## src/rtl/mdm_pkg.sv

```systemverilog
package mdm_pkg;

  typedef enum logic [1:0] {
    PH_IDLE = 2'd0,
    PH_CS   = 2'd1,
    PH_CP   = 2'd2
  } phase_t;

  // Strobes from the sequencer to the vector datapath
  typedef struct packed {
    logic clrAcc;    // multiply start: zero VS/VC, latch Y and N
    logic clrCarry;  // any start: zero the digit carry
    logic csStep;    // fold one X digit into the carry-save pair
    logic cpStep;    // resolve one digit and add one S digit
    logic lastStep;  // final step of the current pass
  } dpCtl_t;

endpackage

```

## src/rtl/mdm_ctrl.sv

```systemverilog
module mdm_ctrl
  import mdm_pkg::*;
#(
  parameter int unsigned STEPS = 9
) (
  input  logic   clk,
  input  logic   rstN,
  input  logic   start,
  input  logic   opAdd,
  output dpCtl_t ctl,
  output logic   busy,
  output logic   xLoad,
  output logic   sLoad,
  output logic   outValid,
  output logic   done
);

  localparam int unsigned CW = $clog2(STEPS + 1);
  localparam logic [CW-1:0] LAST = CW'(STEPS - 1);

  phase_t phase;
  logic [CW-1:0] cnt;
  logic validReg, doneReg;
  logic startOk, atLast;

  assign busy    = (phase != PH_IDLE) || validReg;
  assign startOk = start && !busy;
  assign atLast  = (cnt == LAST);

  always_comb begin
    ctl.clrAcc   = startOk && !opAdd;
    ctl.clrCarry = startOk;
    ctl.csStep   = (phase == PH_CS);
    ctl.cpStep   = (phase == PH_CP);
    ctl.lastStep = atLast;
  end

  always_ff @(posedge clk or negedge rstN) begin
    if (!rstN) begin
      phase    <= PH_IDLE;
      cnt      <= '0;
      validReg <= 1'b0;
      doneReg  <= 1'b0;
    end else begin
      validReg <= (phase == PH_CP);
      doneReg  <= (phase == PH_CP) && atLast;
      unique case (phase)
        PH_IDLE: if (startOk) begin
          phase <= opAdd ? PH_CP : PH_CS;
          cnt   <= '0;
        end
        PH_CS: begin
          cnt <= atLast ? '0 : cnt + 1'b1;
          if (atLast) phase <= PH_CP;
        end
        PH_CP: begin
          cnt <= atLast ? '0 : cnt + 1'b1;
          if (atLast) phase <= PH_IDLE;
        end
        default: phase <= PH_IDLE;
      endcase
    end
  end

  assign xLoad    = (phase == PH_CS);
  assign sLoad    = (phase == PH_CP);
  assign outValid = validReg;
  assign done     = doneReg;

  // the multiply pass hands over to the resolve pass after its last step
  p_cs_to_cp_r2: assert property (@(posedge clk) disable iff (!rstN)
    (phase == PH_CS && atLast) |=> (phase == PH_CP && cnt == '0));

  // the resolve pass ends by going idle with the final digit on show
  p_cp_end_r5: assert property (@(posedge clk) disable iff (!rstN)
    (phase == PH_CP && atLast) |=> (phase == PH_IDLE && outValid && done));

  // a start seen mid-pass leaves the step counter advancing normally
  p_start_ignored_r7: assert property (@(posedge clk) disable iff (!rstN)
    (phase == PH_CS && !atLast && start) |=> (phase == PH_CS && cnt == $past(cnt) + 1'b1));

  // done only travels with a valid digit
  p_done_valid_r4: assert property (@(posedge clk) disable iff (!rstN)
    done |-> outValid);

endmodule

```

## src/rtl/mdm_datapath.sv

```systemverilog
module mdm_datapath
  import mdm_pkg::*;
#(
  parameter int unsigned W   = 36,
  parameter int unsigned DIG = 4
) (
  input  logic           clk,
  input  logic           rstN,
  input  dpCtl_t         ctl,
  input  logic [DIG-1:0] xDigit,
  input  logic [DIG-1:0] sDigit,
  input  logic [W-1:0]   yIn,
  input  logic [W-1:0]   nIn,
  output logic [DIG-1:0] outDigit
);

  logic [W-1:0] vsReg, vcReg, yReg, nReg;
  logic [1:0]   cinReg;

  // carry-save pass: DIG bit steps, each choosing a quotient bit at bit 0
  logic [W-1:0] accS, accC, addY, addN, s1, c1, sh;
  logic         qBit;

  always_comb begin
    accS = vsReg;
    accC = vcReg;
    addY = '0;
    addN = '0;
    s1   = '0;
    c1   = '0;
    sh   = '0;
    qBit = 1'b0;
    for (int j = 0; j < DIG; j++) begin
      addY = xDigit[j] ? yReg : '0;
      qBit = accS[0] ^ (xDigit[j] & yReg[0]);
      addN = qBit ? nReg : '0;
      s1   = accS ^ addY ^ addN;
      c1   = (accS & addY) | (accS & addN) | (addY & addN);
      sh   = s1 >> 1;
      accS = sh ^ c1 ^ accC;
      accC = (sh & c1) | (sh & accC) | (c1 & accC);
    end
  end

  // resolve pass: one digit of VS + 2*VC + S per cycle
  logic [DIG+1:0] digSum;
  logic [1:0]     cinNext;

  assign digSum  = {2'b00, vsReg[DIG-1:0]} + {2'b00, vcReg[DIG-2:0], 1'b0}
                 + {2'b00, sDigit} + {{DIG{1'b0}}, cinReg};
  assign cinNext = digSum[DIG+1:DIG] + {1'b0, vcReg[DIG-1]};

  always_ff @(posedge clk or negedge rstN) begin
    if (!rstN) begin
      vsReg    <= '0;
      vcReg    <= '0;
      yReg     <= '0;
      nReg     <= '0;
      cinReg   <= '0;
      outDigit <= '0;
    end else begin
      if (ctl.clrAcc) begin
        vsReg <= '0;
        vcReg <= '0;
        yReg  <= yIn;
        nReg  <= nIn;
      end else if (ctl.csStep) begin
        vsReg <= accS;
        vcReg <= accC;
      end else if (ctl.cpStep) begin
        vsReg    <= {digSum[DIG-1:0], vsReg[W-1:DIG]};
        vcReg    <= vcReg >> DIG;
        outDigit <= digSum[DIG-1:0];
      end
      if (ctl.clrCarry)    cinReg <= '0;
      else if (ctl.cpStep) cinReg <= cinNext;
    end
  end

  // the result fits in W bits, so nothing is left over after resolving
  p_carry_drained_r3: assert property (@(posedge clk) disable iff (!rstN)
    (ctl.cpStep && ctl.lastStep) |=> (cinReg == '0 && vcReg == '0));

endmodule

```

## src/rtl/mont_digit_mul.sv

```systemverilog
module mont_digit_mul
  import mdm_pkg::*;
#(
  parameter int unsigned KW    = 32,
  parameter int unsigned ALPHA = 4,
  parameter int unsigned DIG   = 4
) (
  input  logic                  clk,
  input  logic                  rstN,
  input  logic                  start,
  input  logic                  opAdd,
  input  logic [DIG-1:0]        xDigit,
  input  logic [DIG-1:0]        sDigit,
  input  logic [KW+ALPHA-1:0]   yIn,
  input  logic [KW+ALPHA-1:0]   nIn,
  output logic                  busy,
  output logic                  xLoad,
  output logic                  sLoad,
  output logic [DIG-1:0]        outDigit,
  output logic                  outValid,
  output logic                  done
);

  localparam int unsigned W     = KW + ALPHA;
  localparam int unsigned STEPS = W / DIG;

  if ((W % DIG) != 0 || DIG < 2) begin : g_badDigit
    $error("digit size must be at least 2 and divide KW+ALPHA");
  end

  dpCtl_t ctl;

  mdm_ctrl #(.STEPS(STEPS)) u_ctrl (
    .clk      (clk),
    .rstN     (rstN),
    .start    (start),
    .opAdd    (opAdd),
    .ctl      (ctl),
    .busy     (busy),
    .xLoad    (xLoad),
    .sLoad    (sLoad),
    .outValid (outValid),
    .done     (done)
  );

  mdm_datapath #(.W(W), .DIG(DIG)) u_dp (
    .clk      (clk),
    .rstN     (rstN),
    .ctl      (ctl),
    .xDigit   (xDigit),
    .sDigit   (sDigit),
    .yIn      (yIn),
    .nIn      (nIn),
    .outDigit (outDigit)
  );

endmodule

```

## config.mk

```make
export PLATFORM = sky130hd
export DESIGN_NAME = mont_digit_mul
export DESIGN_NICKNAME = d
export VERILOG_FILES = /design/src/rtl/mdm_pkg.sv /design/src/rtl/mdm_ctrl.sv /design/src/rtl/mdm_datapath.sv /design/src/rtl/mont_digit_mul.sv
export SDC_FILE = /design/constraint.sdc
export NUM_CORES = 1
export LEC_CHECK = 0
export BUFFER_PORTS_ARGS = -buffer_cell sky130_fd_sc_hd__buf_2
export CAP_MARGIN = 10
export CELL_PAD_IN_SITES_DETAIL_PLACEMENT = 1
export CELL_PAD_IN_SITES_GLOBAL_PLACEMENT = 2
export CORE_ASPECT_RATIO = 0.9
export CORE_MARGIN = 4
export CORE_UTILIZATION = 45
export CTS_BUF_LIST = sky130_fd_sc_hd__clkbuf_4 sky130_fd_sc_hd__clkbuf_8
export CTS_CLUSTER_DIAMETER = 100
export DETAILED_ROUTE_END_ITERATION = 16
export GPL_TIMING_DRIVEN = 0
export HOLD_SLACK_MARGIN = 0.1
export PLACE_DENSITY = 0.85
export SYNTH_ARGS = -nofsm -noshare
export SYNTH_HDL_FRONTEND = slang
export SYNTH_SLANG_ARGS = --single-unit
```

## constraint.sdc

```tcl
create_clock -name clk -period 12.1 [get_ports clk]
set_input_delay 2.42 -clock clk [delete_from_list [all_inputs] [get_ports clk]]
set_output_delay 2.42 -clock clk [all_outputs]
set_load 0.02 [all_outputs]
```

# Word level (Yosys, flattened, before mapping)
# Cells that the tools add are included.
# classes
n_addsub	5
n_eq_ne	6
bitwise_logic	66
mux	24
reduce_logical	15
# ops
op	count
36-bit AND	16
36-bit bitwise OR	16
36-bit 2-to-1 mux	14
36-bit bitwise XOR	12
35-bit by 36-bit AND with 36-bit output	8
35-bit by 36-bit bitwise XOR with 36-bit output	4
2-bit 2-to-1 mux	6
4-bit 2-to-1 mux	2
4-bit one-hot mux with 2 select lines	1
6-bit by 2-bit adder with 6-bit output	1
6-bit by 4-bit adder with 6-bit output	1
2-bit by 1-bit inequality test with 1-bit output (second input constant)	3
2-bit one-hot mux with 3 select lines	1
3-bit AND reduction	2
2-bit nonzero test	3
4-bit by 4-bit adder with 5-bit output	1
4-bit by 1-bit adder with 4-bit output (second input constant)	1
1-bit AND	4
4-bit == test (second input constant)	1
1-bit bitwise XOR	4
1-bit logical AND	3
3-bit nonzero test	1
2-bit by 1-bit adder with 2-bit output	1
2-bit by 1-bit == test with 1-bit output (second input constant)	1
other kinds (7)	9
# word_totals
inputBits	84
out_inout_bits	9
ff_bits	158
word_cells	126

# Logic depth before layout (Yosys ltp)
# Gate-level depths: netlist of run 1.
# logic_depth
depth_word	32
ltp_mapped	30
depth_no_buf	26

# Cells and area by module
# From an unflattened synthesis of run 1, not the netlist that was laid out.
# unflattened
hier_cells	1495
hier_area_um2	15635.0
# by_module_without_submodules
module	seq_area_each_um2	n_inst	cells_per_inst	area_per_inst_um2
mdm_datapath	3753.6	1	1431	15024.4
mdm_ctrl	200.2	1	64	610.6

# Worst setup path after synthesis of run 1
# OpenSTA, ideal clock, no wires.
# synth_path
kind	in2reg
from	input xDigit[0]
to	register u_dp.vsReg[32]
arrival_time_ns	9.786
required_time_ns	12.006
n_path_buf	4
path_slack_ns	2.220
setup_ns	0.094
path_stages	30
path_cell_list	and2_1 ha_1 clkbuf_1 nand2_1 fa_1 fa_1 inv_1 ha_1 clkbuf_1 and2_1 fa_1 inv_1 fa_1 inv_1 ha_1 clkbuf_1 and2_1 fa_1 inv_1 fa_1 inv_1 ha_1 clkbuf_1 and2_1 fa_1 inv_1 fa_1 inv_1 mux2i_1 a211oi_1
# synth_via
elab_chain_len	31
elab_cells_between_ends	63
classes_between	7 x mux; 56 x bitwise
# synth_rtl
element	line_no	source
from (decl)	mont_digit_mul.sv:12	input logic [DIG-1:0] xDigit,
1-bit AND	mdm_datapath.sv:35	qBit = accS[0] ^ (xDigit[j] & yReg[0]);
1-bit bitwise XOR	mdm_datapath.sv:35	
36-bit 2-to-1 mux	mdm_datapath.sv:36	addN = qBit ? nReg : '0;
36-bit AND	mdm_datapath.sv:38	c1 = (accS & addY) | (accS & addN) | (addY & addN);
36-bit bitwise OR (2 in series)	mdm_datapath.sv:38	
35-bit by 36-bit bitwise XOR with 36-bit output	mdm_datapath.sv:40	accS = sh ^ c1 ^ accC;
36-bit bitwise XOR	mdm_datapath.sv:40	
1-bit bitwise XOR	mdm_datapath.sv:35	
[... 13 more ...]	--	
1-bit bitwise XOR	mdm_datapath.sv:35	
36-bit 2-to-1 mux	mdm_datapath.sv:36	
36-bit AND	mdm_datapath.sv:38	
36-bit bitwise OR (2 in series)	mdm_datapath.sv:38	
35-bit by 36-bit bitwise XOR with 36-bit output	mdm_datapath.sv:40	
36-bit bitwise XOR *	mdm_datapath.sv:40	
36-bit 2-to-1 mux *	mdm_datapath.sv:67	end else if (ctl.csStep) begin
36-bit 2-to-1 mux *	mdm_datapath.sv:62	if (ctl.clrAcc) begin
to (signal assigned)	mdm_datapath.sv:68	vsReg <= accS;
to (signal assigned)	mdm_datapath.sv:71	vsReg <= {digSum[DIG-1:0], vsReg[W-1:DIG]};
to (decl)	mdm_datapath.sv:17	logic [W-1:0] vsReg, vcReg, yReg, nReg;
# Every way passes the cells marked *; elsewhere a longest branch is shown, timed or not.
# A chain may end at the register's enable or synchronous reset.

# Worst setup path in the final report of run 1
# Ends and elaborated chain as after synthesis.

==> results of run 1 <==
-- through the flow --
step           setup TNS (ns)  area (µm²)  util [%]  hold slack, ns  setup WS [ns]
2_1_floorplan               0       16000         -           0.478           2.22
3_3_place_gp           -26.43       17000      48.5           0.489         -0.589
3_5_place_dp           -39.44       17000      48.6           0.506         -0.787
4_1_cts                     0       17400      49.7           0.530        0.00833
5_1_grt                     0       17400      49.7           0.555          0.104
6_report                    0       17400      49.7           0.527          0.422
-- cells by family after synthesis --
| logic type | share of synthesized area, % |
|---|---|
| AND/OR/NAND/NOR | 13.9 |
| buffers and inverters | 9.14 |
| adder cells (fa/ha/maj) | 37.4 |
| flip-flops | 24.8 |
| multiplexers | 10.2 |
| AO/OA/AOI/OAI | 4.39 |
| XOR/XNOR | 0.220 |
-- cell type report --
| cell class | count | area, µm² | share of cell area [%] |
|---|---|---|---|
| plain buffers | 65 | 309 | 1.77 |
| well taps | 469 | 587 | 3.37 |
| multi-input cells | 935 | 10500 | 60.4 |
| flip-flops and latches | 158 | 3950 | 22.7 |
| clock buffers | 20 | 263 | 1.51 |
| inverters | 308 | 1160 | 6.63 |
| clock inverters | 12 | 128 | 0.732 |
| diodes | 1 | 2.50 | 0.0144 |
| repair buffers | 93 | 498 | 2.86 |
-- worst register-to-register path: cells and delay by family, from the launching register on --
family | cells | cell delay [ns]
flip-flops | 1 | 0.47
buffers and inverters | 11 | 1.86
adder cells (fa/ha/maj) | 12 | 6.14
AO/OA/AOI/OAI | 1 | 0.28
multiplexers | 1 | 0.07
AND/OR/NAND/NOR | 5 | 1.13
-- sequential cells by signal, indices dropped and copies added, names as in the netlist --
| signal | flops |
|---|---|
| u_dp.nReg | 36 |
| u_dp.vcReg | 36 |
| u_dp.vsReg | 36 |
| u_dp.yReg | 36 |
| u_ctrl.cnt | 4 |
| u_dp.outDigit | 4 |
| u_ctrl.phase | 2 |
| u_dp.cinReg | 2 |
| u_ctrl.done | 1 |
| u_ctrl.outValid | 1 |
-- how the worst max path moves through the flow --
| stage | to | from |
|---|---|---|
| 2_1_floorplan | u_dp.vsReg[32] | xDigit[0] |
| 3_3_place_gp | u_dp.vsReg[21] | xDigit[0] |
| 3_5_place_dp | u_dp.vsReg[31] | xDigit[0] |
| 4_1_cts | u_dp.vsReg[21] | xDigit[0] |
| 5_1_grt | u_dp.vsReg[32] | xDigit[0] |
| 6_report | u_dp.vsReg[32] | xDigit[0] |
-- cells in the final DEF (no fill, tap or decap), types with 4 or more instances in the layout --
| cell type | instances |
|---|---|
| nand3_1 | 6 |
| dfrtp_1 | 158 |
| fa_1 | 284 |
| a21o_1 | 4 |
| mux2i_1 | 68 |
| nand2_1 | 9 |
| mux2_2 | 50 |
| a211oi_1 | 67 |
| ha_1 | 23 |
| clkbuf_1 | 30 |
| inv_6 | 5 |
| clkbuf_2 | 6 |
| nand2b_1 | 8 |
| clkinv_4 | 4 |
| clkbuf_8 | 18 |
| and2_1 | 281 |
| buf_2 | 110 |
| inv_1 | 308 |
| nor2_1 | 72 |
| a21oi_1 | 8 |
| buf_6 | 4 |
| buf_1 | 5 |
| mux2_4 | 25 |
-- synth_stat cells (all sizes together) --
cell,number,area (µm²)
and3b,1,8.76
a2111oi,1,8.76
and4b,1,10.0
mux2,75,938
or2,2,12.5
xnor2,2,17.5
nand2b,8,50.1
and2,281,1760
o311ai,1,8.76
o2111ai,1,8.76
fa,284,5690
nor2,73,277
mux2i,68,681
a31oi,3,18.8
buf,29,166
a21o,4,30.0
o2bb2ai,2,17.5
a211oi,67,503
nand3b,2,15.0
xor2,2,17.5
a221oi,1,8.76
o22ai,3,18.8
clkbuf,36,135
nand2,9,33.8
inv,308,1160
a21oi,8,40.0
nand4bb,1,11.3
nor2b,1,6.26
dfrtp,158,3950
a31o,1,8.76
ha,23,288
o211ai,3,22.5
o21ai,1,5.00
nand3,6,30.0
-- layer usage --
metal | vias to the layer above | GRT usage (%)
met3 | 63 | 5.65
met4 | 0 | 6.29
met1 | 5633 | 34.3
li1 | 4666 | -
met2 | 223 | 39.5
met5 | - | 0
==> metrics.txt, run 1 <==
Unique masters post-synth=39; # fillers=3,871; DRT met1 WL=a little under 20,000 µm; HPWL Detailed=approximately 35,000 µm; htree depth=4; Worst setup SP type=input port; Reg clk slew, reported paths=around 0.1 ns; met3 wire length=around 2300 µm; Hold Startpoint=u_dp.outDigit[1]; Hold Crit Class=flip-flop to flip-flop; CTS tree=done; WL/cell=21.6 µm; Reg-to-Reg End=u_dp.vsReg[32]; WP buf/inv=12; worst hold path depth=1; Post CTS Setup Buffer Count=0; r2r worst-path depth=30; number of iterations in the first detailed-routing pass=5; Crit-path slowest cell=fa_1; Post-Synthesis Cells=about 1,500; hold_buf cts=0; Final #Nets=1,969; Top Metal Used=met4; CP required=between 10 and 15 ns; cell area after synthesis=between 15,000 and 20,000 µm²; fin crit share=a little over nine tenths; Worst Max-Slew Pin Slew=1.02 ns; max_slew headroom=around a third; run status=finished clean; DRC Markers=0; P&R area growth vs syn=9.31%; first-pass GRT wire length=about 70,000 µm; GP Congestion=0.843; WL met2=~21,000 µm; Final Critical Period=11.68 ns; CTS Buf Count=17; register bit total from synthesis=158; sequential area share after synthesis=24.8%; r2r startpoint=u_dp.yReg[0]; critical path's top delay family=adder cells; Placed Cells=just over 2,000; register-to-register setup slack=between 2 and 2.5 ns; Slew Limit Fails=0; initial antenna violation count=1; CP most frequent cell=fa_1; syn_area_per_cell=approximately 11 µm²; unrepaired setup endpoints after global routing=false; Achievable Freq=~86 MHz; CTS max path bufs=2; final WL=between 40,000 and 50,000 µm; die area=approximately 39,000 µm²; Die X=206 µm; WP data arrival=12.09 ns; max cap viols=0; core area=between 30,000 and 40,000 µm²; vias in the first global route=approximately 12,000; layout cells sized above 1=14.7%; Via density=just over 5; Starting Density=between 40 and 50%; largest net degree at the start of global routing=116; Core Rows=between 60 and 70; Setup Viol. Count Final=0; Worst Hold End=u_dp.outDigit[1]; YS warnings=0; I/O Pins=93; Crit. path cell count=31; syn nets=approximately 1,900; root buffer cell=clkbuf_8; number of port buffers=about 90; Hold Vio Cnt, Final=0; Vias=between 10,000 and 15,000; post-CTS resize count=2; Detailed Route Iter0 Violations=between 500 and 600; Clock Sinks=between 150 and 200; slowest stage delay, CP=~0.59 ns; Final Non-Filler Cells=~2,100; die height=roughly 190 µm; Clock Latency Late Sink=0.52 ns; clk_skew=between 0.02 and 0.03 ns; Worst Setup End Kind=flip-flop; Tot GR Track Use=between 20 and 25%; worst setup path class=input port to flip-flop; worst-path fanout max=10; GRT overflow=0; ANT nets after route=0
Power of run 1 is not shown: default switching activity piles up to over one toggle a cycle in this logic, so the estimate is an artifact.
==> run 2, diff against run 1 <==
--- a/config.mk
+++ b/config.mk
@@ -5,19 +5,20 @@
 export SDC_FILE = /design/constraint.sdc
 export NUM_CORES = 1
 export LEC_CHECK = 0
+export ABC_AREA = 1
 export BUFFER_PORTS_ARGS = -buffer_cell sky130_fd_sc_hd__buf_2
 export CAP_MARGIN = 10
 export CELL_PAD_IN_SITES_DETAIL_PLACEMENT = 1
 export CELL_PAD_IN_SITES_GLOBAL_PLACEMENT = 2
 export CORE_ASPECT_RATIO = 0.9
 export CORE_MARGIN = 4
-export CORE_UTILIZATION = 45
+export CORE_UTILIZATION = 42
 export CTS_BUF_LIST = sky130_fd_sc_hd__clkbuf_4 sky130_fd_sc_hd__clkbuf_8
 export CTS_CLUSTER_DIAMETER = 100
 export DETAILED_ROUTE_END_ITERATION = 16
 export GPL_TIMING_DRIVEN = 0
 export HOLD_SLACK_MARGIN = 0.1
-export PLACE_DENSITY = 0.85
+export PLACE_DENSITY = 0.88
 export SYNTH_ARGS = -nofsm -noshare
 export SYNTH_HDL_FRONTEND = slang
 export SYNTH_SLANG_ARGS = --single-unit
==> metrics.txt, run 2 <==
run status=finished clean; CTS Buf Count=17 (unchanged); Achievable Freq=85.0 MHz (-0.73%); Clock Sinks=158 (unchanged); fin crit share=97.2% (+0.71 points); register bit total from synthesis=158 (unchanged); Post-synth EDFFs=0 (unchanged); Core Rows=68 (+4.6%); Crit-path slowest cell=ha_1; Unique masters post-synth=24 (-38%); P&R area growth vs syn=9.59%; die height=195 µm (+4.7%); Synth Area in Adders=36.5% (-0.98 points); synth top area cells=fa_1, dfrtp_1, nand2_1; most common cell after layout, fill and taps aside=nand2_1; synthesized-area fraction occupied by and/or/nand/nor cells=18.9% (+5.0 points); sequential area share after synthesis=24.1% (-0.65 points); Vias=13,200 (+25%); Final #Nets=2,597 (+32%); Synth area leader=fa_1; HPWL Detailed=40,800 µm (+15%); Die X=216 µm (+4.7%); initial antenna violation count=0 (-1); root buffer cell=clkbuf_8; Starting Density=42.6% (-2.9 points); clk_skew=0.0208 ns (-0.00744 ns); worst-path fanout max=10 (unchanged); Via density=4.81 (-6.3%); max cap viols=0 (unchanged); ANT nets after route=0 (unchanged); Worst Setup End Kind=flip-flop; CP most frequent cell=inv_1; die area=42,200 µm² (+9.6%); final WL=52,000 µm (+17%); Synth Area in XOR/XNOR=0.214% (-0.0058 points); Synth Area in Compound Gates=3.70% (-0.69 points); largest net degree at the start of global routing=91 (-22%); Hold Vio Cnt, Final=0 (unchanged); largest family of logic cells by synthesized area=adder cells; final hold slack=0.474 ns (-0.0530 ns); synth cell count leaders=nand2_1, inv_1, fa_1; unrepaired setup endpoints after global routing=false; syn nets=2,492 (+34%); YS warnings=0 (unchanged); most frequent cells in the layout=nand2_1, inv_1, fa_1; ys async rst share=100% (unchanged); Hold Crit Class=flip-flop to flip-flop; layout cells sized above 1=7.57% (-7.1 points); Post-Synthesis Cells=2,101 (+43%); WP data arrival=12.23 ns (+0.14 ns); mux contribution to synthesized area=0% (-10 points); syn_area_per_cell=7.80 µm² (-28%); number of port buffers=88 (-4.3%); vias in the first global route=14,800 (+19%); WL/cell=19.0 µm (-12%); I/O Pins=93 (unchanged); Post CTS Setup Buffer Count=0 (unchanged); hold_buf cts=0 (unchanged); area share of the largest cell type after synthesis=34.7% (-0.94 points); GRT overflow=0 (unchanged); cell area after synthesis=16,400 µm² (+2.7%); core area=38,500 µm² (+9.7%); Setup Viol. Count Final=0 (unchanged); Detailed Route Iter0 Violations=855 (+64%); htree depth=4 (unchanged); DRC Markers=0 (unchanged); Clock Latency Late Sink=0.54 ns (+0.02 ns); post-CTS resize count=7 (+5); Tot GR Track Use=25.9% (+1.2 points); Final Critical Period=11.76 ns (+0.0856 ns); slowest stage delay, CP=0.59 ns (about the same); Slew Limit Fails=0 (unchanged); max_slew headroom=19.6% (-12 points); CTS max path bufs=2 (unchanged); CP required=12.57 ns (+0.06 ns); Worst setup SP type=input port; ys flop type=dfrtp_1; most common cell in the netlist=nand2_1; CTS tree=done; Worst Max-Slew Pin Slew=1.21 ns (+0.183 ns); first-pass GRT wire length=83,300 µm (+16%); Reg clk slew, reported paths=0.11 ns (about the same); worst setup path class=input port to flip-flop; number of iterations in the first detailed-routing pass=4 (-1); ant diodes=0 (-1); GP Congestion=0.852 (+1.1%)
## run 2: cell count changes after synthesis, sizes merged, moves of 33 or more
cell / before / now
nand3: 6 / 44
a211oi: 67 / 0
o21ai: 1 / 66
mux2: 75 / 0
nand2: 9 / 654
inv: 308 / 623
mux2i: 68 / 0
and2: 281 / 0
a21oi: 8 / 42
nor2: 73 / 106
## run 2: kinds of logic (layout without fill, tap and decap cells)
family / count (synthesis) / in the layout
xor gates and xnor gates: 4 / 4
adders and majority gates: 307 / 307
DFF: 158 / 158
AOI/OAI and AO/OA: 117 / 117
and+or+nand+nor: 806 / 806
buffers and inverters: 709 / 827
## run 2: area by class of cell
cell class | count | area [µm²]
Multi-Input combinational cell | 1234 | 9710
Timing Repair Buffer | 89 | 478
Fill cell | 4871 | 20500
Tap cell | 525 | 657
Sequential cell | 158 | 3950
Clock inverter | 13 | 179
Buffer | 82 | 380
Clock buffer | 19 | 255
Inverter | 624 | 2340
## run 2: metrics by stage
stage	cells	setup WS, ns	setup TNS [ns]	utilization (%)	cell area (µm²)
3_5_place_dp	2715	-2.22	-135.67	45.5	17500
3_3_place_gp	2714	-1.99	-122.04	45.4	17500
6_report	2744	0.336	0	46.7	18000
4_1_cts	2745	0.0304	0	46.7	18000
5_1_grt	2744	0.0418	0	46.7	18000
2_1_floorplan	2101	1.63	0	-	16400
## run 2: critical path, delay by kind of cell
kind / cells / cell delay, ns
buffers and inverters: 15 / 2.74
AO/OA/AOI/OAI: 1 / 0.18
AND/OR/NAND/NOR: 8 / 0.92
adder cells (fa/ha/maj): 12 / 5.91
## run 2: worst paths after layout
path | start | endpoint | slack (ns) | depth (start not counted)
worst max-delay path | xDigit[0] | u_dp.vsReg[30] | 0.34 | 36
worst min-delay path | u_dp.outDigit[1] | u_dp.outDigit[1] | 0.47 | 2
worst max register to register | u_dp.yReg[0] | u_dp.vsReg[30] | 2.04 | 35
worst min register to register | u_dp.outDigit[1] | u_dp.outDigit[1] | 0.47 | 2
max in group asynchronous | rstN | u_dp.nReg[26] | 9.35 | 2
min in group asynchronous | rstN | u_dp.nReg[7] | 1.91 | 1
## run 2: layer usage
| layer | track usage [%] | up-vias | wire length [µm] |
|---|---|---|---|
| li1 | - | 6042 | - |
| met3 | 4.00 | 69 | 2200 |
| met2 | 43.2 | 284 | 25400 |
| met5 | 0 | - | 0 |
| met1 | 35.6 | 6807 | 23200 |
| met4 | 6.99 | 0 | 1260 |
Power of run 2 is left out for the same reason.
==> run 3, diff against run 2 <==
--- a/config.mk
+++ b/config.mk
@@ -6,7 +6,7 @@
 export NUM_CORES = 1
 export LEC_CHECK = 0
 export ABC_AREA = 1
-export BUFFER_PORTS_ARGS = -buffer_cell sky130_fd_sc_hd__buf_2
+export BUFFER_PORTS_ARGS = -buffer_cell sky130_fd_sc_hd__clkbuf_2
 export CAP_MARGIN = 10
 export CELL_PAD_IN_SITES_DETAIL_PLACEMENT = 1
 export CELL_PAD_IN_SITES_GLOBAL_PLACEMENT = 2
==> metrics.txt, run 3 (synthesis results as in run 2) <==
final WL=51,800 µm (-0.40%); WP buf/inv=15 (unchanged); P&R area growth vs syn=9.37%; number of port buffers=88 (unchanged); Final #Nets=2,597 (unchanged); Crit. path cell count=36 (unchanged); r2r worst-path depth=35 (unchanged); worst-path fanout max=10 (unchanged); CTS tree=done; die height=195 µm (unchanged); CP required=12.55 ns (-0.02 ns); Placement Cell Area=17,500 µm² (about the same); HPWL Detailed=40,900 µm (+0.42%); GRT overflow=0 (unchanged); most frequent cells in the layout=nand2_1, inv_1, fa_1; die area=42,200 µm² (unchanged); fin crit share=95.7% (-1.5 points); Worst Max-Slew Pin Slew=1.12 ns (-0.0842 ns); worst setup path class=input port to flip-flop; run status=finished clean; ant diodes=0 (unchanged); Worst Setup End Kind=flip-flop; Worst Setup SP=xDigit[0]; Clock Sinks=158 (unchanged); critical path's top delay family=adder cells; Tot GR Track Use=25.8% (-0.097 points); I/O Pins=93 (unchanged); Final Critical Period=11.58 ns (-0.182 ns); htree depth=4 (unchanged); Detailed Route Iter0 Violations=756 (-12%); r2r startpoint=u_dp.yReg[0]; WP data arrival=12.04 ns (-0.19 ns); CTS max path bufs=2 (unchanged); Post CTS Setup Buffer Count=0 (unchanged); Crit-path slowest cell=ha_1; Via density=4.79 (-0.40%); Setup Viol. Count Final=0 (unchanged); root buffer cell=clkbuf_8; Hold Startpoint=u_dp.outDigit[1]; GP Congestion=0.850 (-0.29%); core area=38,500 µm² (unchanged); Slew Limit Fails=0 (unchanged); Achievable Freq=86.3 MHz (+1.6%); initial antenna violation count=0 (unchanged); Reg-to-Reg End=u_dp.vsReg[2]; most common cell after layout, fill and taps aside=nand2_1; Hold Crit Class=flip-flop to flip-flop; Starting Density=42.6% (unchanged); clk_skew=0.0192 ns (-0.00154 ns); hold_buf cts=0 (unchanged); Core Rows=68 (unchanged); unrepaired setup endpoints after global routing=false; first-pass GRT wire length=83,100 µm (-0.23%); ANT nets after route=0 (unchanged); Setup crit end=u_dp.vsReg[2]; setup TNS=0 ns (unchanged); largest net degree at the start of global routing=95 (+4.4%); # fillers=4,855 (-0.33%); max cap viols=0 (unchanged); DRC Markers=0 (unchanged); Die X=216 µm (unchanged); Hold Vio Cnt, Final=0 (unchanged); Clock Latency Late Sink=0.54 ns (about the same); CTS Buf Count=17 (unchanged); Reg clk slew, reported paths=0.11 ns (about the same); register-to-register setup slack=2.18 ns (+0.14 ns); cell area after layout=17,900 µm² (-0.20%); slowest stage delay, CP=0.55 ns (-0.04 ns); layout cells sized above 1=7.62% (+0.045 points); vias in the first global route=14,800 (+0.25%); WL/cell=18.9 µm (-0.40%); post-CTS resize count=7 (unchanged); Vias=13,100 (-0.40%); CP most frequent cell=inv_1; Worst setup SP type=input port; max_slew headroom=25.2% (+5.6 points); number of iterations in the first detailed-routing pass=5 (+1)
==> run 3: cell type report <==
class | count | area [µm²] | share of cell area, %
multi-input combinational | 1234 | 9710 | 54.2
sequential | 158 | 3950 | 22.1
inverter | 624 | 2340 | 13.1
tap | 525 | 657 | 3.67
timing repair buffer | 89 | 477 | 2.66
buffer | 82 | 378 | 2.11
clock buffer | 18 | 241 | 1.35
clock inverter | 14 | 158 | 0.880
==> run 3: through the flow <==
stage	setup slack [ns]	cells	hold WS [ns]	util, %
floorplan	1.63	2101	0.449	-
global placement	-1.99	2714	0.456	45.4
detailed placement	-2.18	2715	0.462	45.5
CTS	0.0756	2745	0.485	46.6
global route	0.0902	2744	0.504	46.6
finish	0.518	2744	0.479	46.6
==> run 3: worst reg2reg max path, delay by kind of cell (launching register included) <==
kind / cells / cell delay [ns]
fa+ha+maj: 12 / 5.75
buf+inv: 14 / 2.46
flops: 1 / 0.49
compound gates: 1 / 0.12
simple gates: 8 / 1.04
==> run 3: routing by layer <==
metal  share of wire [%]  track usage [%]  vias to the layer above
li1                    -                -                     6033
met1                  44             35.1                     6765
met2                  49             43.6                      289
met3                 4.8             4.39                       62
met4                 2.1             6.21                        0
met5                   0                0                        -
==> run 3: worst min-delay path by stage <==
stage	depth (start not counted)	end	slack, ns
global route	2	u_dp.outDigit[2]	0.50
CTS	2	u_dp.outDigit[1]	0.49
detailed placement	2	u_dp.outDigit[1]	0.46
global placement	2	u_dp.outDigit[0]	0.46
floorplan	2	u_dp.cinReg[1]	0.45
finish	2	u_dp.outDigit[1]	0.48
Power of run 3 is left out for the same reason.
